===== config.mk =====
export PLATFORM = sky130hd
export DESIGN_NAME = asram_ctrl
export DESIGN_NICKNAME = d
export VERILOG_FILES = /design/src/rtl/asram_pkg.sv /design/src/rtl/asram_addr_map.sv /design/src/rtl/asram_seq.sv /design/src/rtl/asram_ctrl.sv
export SDC_FILE = /design/constraint.sdc
export NUM_CORES = 1
export LEC_CHECK = 0
export ABC_AREA = 0
export BUFFER_PORTS_ARGS = -buffer_cell sky130_fd_sc_hd__buf_2
export CAP_MARGIN = 0
export CORE_ASPECT_RATIO = 0.6
export CORE_MARGIN = 2
export CORE_UTILIZATION = 51
export CTS_BUF_LIST = sky130_fd_sc_hd__clkbuf_8 sky130_fd_sc_hd__clkbuf_16
export CTS_CLUSTER_DIAMETER = 30
export DETAILED_ROUTE_END_ITERATION = 8
export PLACE_DENSITY = 0.91
export SYNTH_ARGS = -nofsm -noshare
export SYNTH_HDL_FRONTEND = slang
export SYNTH_SLANG_ARGS = --single-unit

===== constraint.sdc =====
create_clock -name clk -period 2.9 [get_ports clk]
set_input_delay 0.58 -clock clk [delete_from_list [all_inputs] [get_ports clk]]
set_output_delay 0.58 -clock clk [all_outputs]
set_load 0.05 [all_outputs]

===== src/rtl/asram_pkg.sv =====
package asram_pkg;
   localparam int DQ_W   = 16;
   localparam int LANE_W = DQ_W / 2;

   typedef enum logic [2:0] {
      ST_IDLE,
      ST_RD,
      ST_WSET,
      ST_WPUL,
      ST_WREC
   } seq_st_t;
endpackage


===== src/rtl/asram_addr_map.sv =====
module asram_addr_map
   import asram_pkg::*;
#(
   parameter int AW = 21,
   parameter bit BYTE_MODE_EN = 1'b1
) (
   input  logic              byte_mode,
   input  logic [AW:0]       addr,
   input  logic              is_wr,
   input  logic [DQ_W-1:0]   wdata,
   input  logic [1:0]        bmask,
   output logic [AW-1:0]     map_addr,
   output logic              lsb,
   output logic [1:0]        lane_n,
   output logic [DQ_W-1:0]   dq_wr,
   output logic              byte_act
);
   generate
      if (BYTE_MODE_EN) begin : g_strap
         assign byte_act = byte_mode;
      end else begin : g_word_only
         assign byte_act = 1'b0;
      end
   endgenerate

   always_comb begin
      if (byte_act) begin
         map_addr = addr[AW:1];
         lsb      = addr[0];
         dq_wr    = {addr[0], {(LANE_W-1){1'b0}}, wdata[LANE_W-1:0]};
         lane_n   = is_wr ? {2{~bmask[0]}} : 2'b00;
      end else begin
         map_addr = addr[AW-1:0];
         lsb      = 1'b0;
         dq_wr    = wdata;
         lane_n   = is_wr ? ~bmask : 2'b00;
      end
   end
endmodule


===== src/rtl/asram_seq.sv =====
module asram_seq
   import asram_pkg::*;
#(
   parameter int RD_CYC = 6,
   parameter int WP_CYC = 5
) (
   input  logic clk,
   input  logic rst_n,
   input  logic start_rd,
   input  logic start_wr,
   output logic ready,
   output logic sel,
   output logic we_n,
   output logic oe_n,
   output logic drv,
   output logic cap
);
   localparam int CMAX = (RD_CYC > WP_CYC) ? RD_CYC : WP_CYC;
   localparam int CW   = $clog2(CMAX + 1);
   localparam logic [CW-1:0] RD_LOAD = CW'(RD_CYC - 1);
   localparam logic [CW-1:0] WP_LOAD = CW'(WP_CYC - 1);

   seq_st_t       st;
   logic [CW-1:0] cnt;

   always_ff @(posedge clk or negedge rst_n) begin
      if (!rst_n) begin
         st  <= ST_IDLE;
         cnt <= '0;
      end else begin
         unique case (st)
            ST_IDLE: begin
               if (start_rd) begin
                  st  <= ST_RD;
                  cnt <= RD_LOAD;
               end else if (start_wr) begin
                  st <= ST_WSET;
               end
            end
            ST_RD: begin
               if (cnt == '0) st <= ST_IDLE;
               else           cnt <= cnt - 1'b1;
            end
            ST_WSET: begin
               st  <= ST_WPUL;
               cnt <= WP_LOAD;
            end
            ST_WPUL: begin
               if (cnt == '0) st <= ST_WREC;
               else           cnt <= cnt - 1'b1;
            end
            ST_WREC: st <= ST_IDLE;
            default: st <= ST_IDLE;
         endcase
      end
   end

   assign ready = (st == ST_IDLE);
   assign sel   = (st != ST_IDLE);
   assign we_n  = (st != ST_WPUL);
   assign oe_n  = (st != ST_RD);
   assign drv   = ((st == ST_WPUL) && (cnt != WP_LOAD)) || (st == ST_WREC);
   assign cap   = (st == ST_RD) && (cnt == '0);
endmodule


===== src/rtl/asram_ctrl.sv =====
module asram_ctrl
   import asram_pkg::*;
#(
   parameter int AW     = 21,
   parameter int RD_CYC = 6,
   parameter int WP_CYC = 5,
   parameter int WD_CYC = 3,
   parameter int WC_CYC = 6,
   parameter bit BYTE_MODE_EN = 1'b1
) (
   input  logic              clk,
   input  logic              rst_n,
   input  logic              byte_mode,
   input  logic              req_valid,
   output logic              req_ready,
   input  logic              req_write,
   input  logic [AW:0]       req_addr,
   input  logic [DQ_W-1:0]   req_wdata,
   input  logic [1:0]        req_bmask,
   output logic              rd_valid,
   output logic [DQ_W-1:0]   rd_data,
   output logic [AW-1:0]     ram_addr,
   output logic              ram_ce_n,
   output logic              ram_ce2,
   output logic              ram_we_n,
   output logic              ram_oe_n,
   output logic              ram_lb_n,
   output logic              ram_ub_n,
   output logic [DQ_W-1:0]   ram_dq_o,
   output logic [DQ_W-1:0]   ram_dq_oe,
   input  logic [DQ_W-1:0]   ram_dq_i
);
   generate
      if (AW < 2) begin : g_bad_aw
         $error("AW must be at least 2");
      end
      if (RD_CYC < 1) begin : g_bad_rd
         $error("RD_CYC must be at least 1");
      end
      if (WP_CYC < WD_CYC + 1) begin : g_bad_wp
         $error("write pulse must cover one turnaround cycle plus data setup");
      end
      if (WP_CYC + 2 < WC_CYC) begin : g_bad_wc
         $error("write sequence shorter than write cycle time");
      end
   endgenerate

   logic            q_wr;
   logic [AW:0]     q_addr;
   logic [DQ_W-1:0] q_wdata;
   logic [1:0]      q_bmask;
   logic            accept;
   logic            sel, we_n, oe_n, drv, cap;
   logic [AW-1:0]   m_addr;
   logic            m_lsb, bm;
   logic [1:0]      m_lane_n;
   logic [DQ_W-1:0] m_dq;

   assign accept = req_valid & req_ready;

   always_ff @(posedge clk or negedge rst_n) begin
      if (!rst_n) begin
         q_wr    <= 1'b0;
         q_addr  <= '0;
         q_wdata <= '0;
         q_bmask <= '0;
      end else if (accept) begin
         q_wr    <= req_write;
         q_addr  <= req_addr;
         q_wdata <= req_wdata;
         q_bmask <= req_bmask;
      end
   end

   asram_seq #(.RD_CYC(RD_CYC), .WP_CYC(WP_CYC)) seq_i (
      .clk      (clk),
      .rst_n    (rst_n),
      .start_rd (accept & ~req_write),
      .start_wr (accept & req_write),
      .ready    (req_ready),
      .sel      (sel),
      .we_n     (we_n),
      .oe_n     (oe_n),
      .drv      (drv),
      .cap      (cap)
   );

   asram_addr_map #(.AW(AW), .BYTE_MODE_EN(BYTE_MODE_EN)) map_i (
      .byte_mode (byte_mode),
      .addr      (q_addr),
      .is_wr     (q_wr),
      .wdata     (q_wdata),
      .bmask     (q_bmask),
      .map_addr  (m_addr),
      .lsb       (m_lsb),
      .lane_n    (m_lane_n),
      .dq_wr     (m_dq),
      .byte_act  (bm)
   );

   assign ram_addr  = m_addr;
   assign ram_ce_n  = ~sel;
   assign ram_ce2   = sel;
   assign ram_we_n  = we_n;
   assign ram_oe_n  = oe_n;
   assign ram_lb_n  = sel ? m_lane_n[0] : 1'b1;
   assign ram_ub_n  = sel ? m_lane_n[1] : 1'b1;
   assign ram_dq_o  = {(bm ? m_lsb : m_dq[DQ_W-1]), m_dq[DQ_W-2:0]};
   assign ram_dq_oe = {(bm | drv), {(LANE_W-1){drv & ~bm}}, {LANE_W{drv}}};

   always_ff @(posedge clk or negedge rst_n) begin
      if (!rst_n) begin
         rd_valid <= 1'b0;
         rd_data  <= '0;
      end else begin
         rd_valid <= cap;
         if (cap) rd_data <= bm ? {{LANE_W{1'b0}}, ram_dq_i[LANE_W-1:0]} : ram_dq_i;
      end
   end
endmodule


======== Yosys cells after proc, flatten, opt, wreduce, memory -nomap -nowiden ========
Index checks and enable logic that the tools add are counted.
storage, ports and cells
  flip-flop bits (word level) ............. 64
  output and inout bits ................... 77
  logic and storage cells ................. 58
operators by class
  add/subtract/negate cells ............... 1
  equal/unequal tests ..................... 12
  muxes and demuxes ....................... 17
  bitwise gates (word level) .............. 10
  reductions and logical operators ........ 10
operators with widths
  cell                                                   number
  two-way mux 16 bit                                     2
  two-way mux 21 bit                                     1
  two-way mux 3 bit                                      6
  case mux 3 bit (4 select lines)                        1
  case mux 3 bit (3 select lines)                        1
  == test 3 x 2 -> 1 bit, second input constant          2
  logical NOT 3 bit                                      2
  two-way mux 2 bit                                      3
  inequality test 2 x 1 -> 1 bit, second input constant  3
  inequality test 3 x 1 -> 1 bit, second input constant  2
  AND reduction 3 bit                                    2
  nonzero test 3 bit                                     2
  bitwise AND 1 bit                                      4
  NOT 1 bit                                              4
  == test 3 x 1 -> 1 bit, second input constant          1
  == test 3 bit, second input constant                   1
  two-way mux 1 bit                                      3
  inequality test 3 x 2 -> 1 bit, second input constant  1
  inequality test 3 bit, second input constant           1
  subtractor 3 x 1 -> 3 bit, second input constant       1
  logical AND 1 bit                                      2
  inequality test 2 bit, second input constant           1
  NOT 2 bit                                              1
  OR reduction 2 bit                                     1
  2 further kinds                                        2

======== Logic depth before layout (Yosys ltp) ========
  word-level depth ........................ 6
  gate-level depth with buffers ........... 7

======== Cells and area by module ========
A second synthesis with hierarchy kept.
unflattened totals
  cell total of the unflattened synthesis .. 248
  area total of the unflattened synthesis .. 3,305.7 um^2
modules (own cells, without submodules)
  module          times used  cells each  area each (um^2)  seq. area each (um^2)
  asram_ctrl      1           162         2,509.9           1,451.4
  asram_addr_map  1           45          421.7             0.0
  asram_seq       1           41          374.1             150.1

======== Worst setup path after synthesis ========
OpenSTA, ideal clock, no wires.
  kind .................................... reg2out
  start point ............................. reg seq_i.st[2]
  end point ............................... out ram_lb_n
  data arrival time ....................... 3.110 ns
  data required time ...................... 2.320 ns
  path slack .............................. -0.790 ns
  stages on the path, launching flop included .. 5
  path buffers ............................ 1
  cell sequence ........................... dfrtp_1 > buf_2 > nor3_1 > inv_1 > o21ai_0
between the ends
  longest elaborated chain between the ends .. 2
ends and longest elaborated chain
  element                   line               text
  start: declaration        asram_seq.sv:23    seq_st_t st;
  start signal: assignment  asram_seq.sv:28    st <= ST_IDLE;
  start signal: assignment  asram_seq.sv:34    st <= ST_RD;
  start signal: assignment  asram_seq.sv:37    st <= ST_WSET;
  nonzero test 3 bit        asram_seq.sv:59    assign sel = (st != ST_IDLE);
  net ram_ce2               asram_ctrl.sv:24   output logic ram_ce2,
  two-way mux 1 bit         asram_ctrl.sv:106  assign ram_lb_n = sel ? m_lane_n[0] : 1'b1;
  end: declaration          asram_ctrl.sv:27   output logic ram_lb_n,
The timed path passes the listed nets, and every way through them passes these cells.

======== Final worst setup path ========
  start point ............................. reg seq_i.cnt[0]
  end point ............................... out ram_dq_oe[5]
between the ends
  longest elaborated chain between the ends .. 3
ends and longest elaborated chain
  element                   line              text
  start: declaration        asram_seq.sv:24   logic [CW-1:0] cnt;
  start signal: assignment  asram_seq.sv:42   else cnt <= cnt - 1'b1;
  start signal: assignment  asram_seq.sv:50   else cnt <= cnt - 1'b1;
  inequality test 3 bit     asram_seq.sv:62   assign drv = ((st == ST_WPUL) && (cnt != WP_LOAD)) || (st == ST_WREC);
  logical AND 1 bit         asram_seq.sv:62
  logical OR 1 bit          asram_seq.sv:62
  end: declaration          asram_ctrl.sv:30  output logic [DQ_W-1:0] ram_dq_oe,
No other way between the ends.

==> impl_metrics.yaml <==
yosys:
  ys_types: 31
  synth_fa_ha_area_frac: 0.008042
  synth_fp_nets: 312
  synth_top_family_by_area: "multiplexers"
  synth_seq_cells: 64
  ys_warn_count: 0
  yosys.area_share.simple: 0.07117
  syn_inst: 249
  synth.avg_cell_area_um2: 12.50
  synth_compound_area_frac: 0.05509
  synthesis.area_um2: 3112
  synth_mux_area_frac: 0.2581
  yosysSeqAreaShare: 0.5147
  synthXorXnorAreaFrac: 0
flow_run:
  drv_cap: 0
timing:
  timing.setup.tns_ps: 0
  tightestPinTransition_ps: 619.2
  max_freq_mhz: 406.3
  rsz0062_at_grt: "no"
  final.min_clock_period_ps: 2461
  slew_viol_final: 0
  hold_viol: 0
  fin_crit_sh: 0.8486
  setup_viol: 0
  skew_ps: 9.940
  relSlewSlack: 0.5872
cts:
  cts_buffer_depth: 2
  cts_root_buffer: "clkbuf_8"
  htree_num_levels: 3
  cts.clk_slew.worst_paths_ps: 70
  clk_latency_ps: 330
  ctsResizeCount: 0
  cts_hold_buf: 0
  post_cts_buffers: 0
  cts_buffers: 9
  cts_sinks: 64
  cts_tree: "done"
place:
  dp_hpwl_um: 4869
  numPortBuffers: 137
  gp_congestion: 0.7779
die:
  core_area_um2: 5728
  die_w_um: 104.8
  ioPinCount: 138
  die_area_um2: 6763
  num_rows: 21
  die_y_um: 64.51
  initial_core_util: 0.5433
worst_setup_path:
  rr_endpoint: "q_addr[20]$_DFFE_PN0P_"
  r2r-start: "seq_i.st[0]$_DFFE_PN0P_"
  r2r_slack_ps: 940
  endpoint_kind: "output port"
  cp_max_fo: 8
  cp_data_required_time_ps: 2320
  cpMostUsedCell: "inv_1"
  path_cells: "inv_1, ha_1, and2_1, a2bb2oi_1, inv_1, buf_2"
  crit_type: "reg2out"
  worstPathArrival_ps: 1880
  start_kind: "flip-flop"
  critPathSlowestCell: "dfrtp_1"
  slowest_delay_ps: 410
  reg2reg_depth: 4
layout:
  nets: 426
  ff_latch_area_um2: 1602
  fillCellCount: 451
  syn_to_final_growth_pct: 25.65
  multiInputGateArea_um2: 1236
  drive_above_1_share: 0.6322
  diodes: 0
routing:
  drt_first_pass_iters: 4
  drc: 0
  drtIter0Drc: 55
  num_vias: 2250
  wire_per_inst_um: 14.39
  vias_per_cell: 5.034
  antenna_left: 0
  finalWirelength_um: 6432
grt:
  grt.total_usage: 0.2061
  grt_pass1_wl_um: 10610
  grt_max_degree: 40
  grt_pass1_vias: 2172
  gr-total-overflow: 0
  antenna_found_initial: 0
worst_hold_path:
  min_path_type: "in2async"
status:
  status: "finished, final reports clean"
per-layer routing:
| layer | wire length, um | GRT usage | vias to the layer above | share of wire |
|---|---|---|---|---|
| met1 | 2780 | 0.2528 | 1070 | 0.43 |
| met3 | 564 | 0.07746 | 12 | 0.088 |
| li1 | - | - | 1064 | - |
| met5 | 0 | 0 | - | 0 |
| met4 | 120 | 0.08667 | 0 | 0.019 |
| met2 | 2967 | 0.3312 | 104 | 0.46 |
how the worst max path moves through the flow:
stage                                   from  slack (ps)            to  depth (start not counted)
floorplan                          byte_mode         100      ram_ub_n                          3
global placement                   byte_mode         660   ram_addr[2]                          4
detailed placement                 byte_mode         650  ram_addr[16]                          4
CTS                 seq_i.cnt[0]$_DFFE_PN0P_         390  ram_dq_oe[5]                          6
global route        seq_i.cnt[0]$_DFFE_PN0P_         290  ram_dq_oe[0]                          6
finish              seq_i.cnt[0]$_DFFE_PN0P_         440  ram_dq_oe[5]                          6
worst max-delay path, delay by kind of cell (launching register included):
kind                     cells  cell delay [ps]
AO/OA/AOI/OAI                1              310
AND/OR/NAND/NOR              1              140
adder cells (fa/ha/maj)      1              200
buffers and inverters        3              500
flip-flops                   1              410
logic make-up (layout without fill, tap and decap cells):
group,Yosys count,after routing
muxes,71,71
DFF,64,64
buffers and inverters,46,164
and+or+nand+nor,36,36
AOI/OAI and AO/OA,30,30
adders and majority gates,2,2
layout by cell type, fill, tap and decap left out, drive strengths merged:
master / instances
inv: 9
nand2b: 12
nand2: 1
and2b: 1
bufinv: 1
mux2: 71
o21ai: 20
clkinv: 2
a2bb2oi: 1
nor2b: 7
clkbuf: 12
o22ai: 1
nand3b: 1
or2: 1
nand3: 2
dfrtp: 64
or3b: 1
a211oi: 1
nor3: 2
a21oi: 3
a21o: 1
buf: 140
nor2: 4
ha: 2
o32ai: 1
nor4: 2
and2: 2
a211o: 2
registers in the layout, summed over array words and instances, names as in the netlist:
signal,count
q_wr,1
q_bmask,2
seq_i.st,3
seq_i.cnt,3
rd_data,16
q_wdata,16
q_addr,22
rd_valid,1
through the flow:
| step | instance area, um2 | hold WS, ps | setup WS [ps] | std cells | utilization |
|---|---|---|---|---|---|
| 2_1_floorplan | 3126 | 284.4 | 97.77 | 249 | - |
| 3_3_place_gp | 3705 | 472.8 | 663.6 | 432 | 0.6468 |
| 3_5_place_dp | 3705 | 479.2 | 645.7 | 432 | 0.6468 |
| 4_1_cts | 3910 | 257.1 | 393.3 | 447 | 0.6826 |
| 5_1_grt | 3910 | 293.8 | 287.2 | 447 | 0.6826 |
| 6_report | 3910 | 254.3 | 438.9 | 447 | 0.6826 |
synth_stat cells (all sizes together):
cell	count	area (um2)
a211o	2	17.52
dfrtp	64	1602
buf	34	244.0
a21o	1	7.510
o21ai	20	100.1
and2b	1	8.760
or3b	1	8.760
nor3	2	10.01
nand2	1	3.750
nand3b	1	7.510
nand3	2	10.01
nor2	4	15.01
clkbuf	3	11.26
nor4	2	12.51
a21oi	3	15.01
nor2b	7	43.79
o22ai	1	6.260
nand2b	12	82.58
a211oi	1	7.510
or2	1	6.260
and2	2	12.51
ha	2	25.02
o32ai	1	8.760
mux2	71	803.3
a2bb2oi	1	8.760
inv	9	33.78
cell type report:
class	instances	share of cell area
clock buffers	12	0.04224
flip-flops and latches	64	0.4096
clock inverters	3	0.01024
inverters	9	0.008640
multi-input cells	139	0.3162
well taps	80	0.02560
repair buffers	140	0.1875
Power is not shown: default switching activity piles up to over one toggle a cycle in this logic, so the estimate is an artifact.
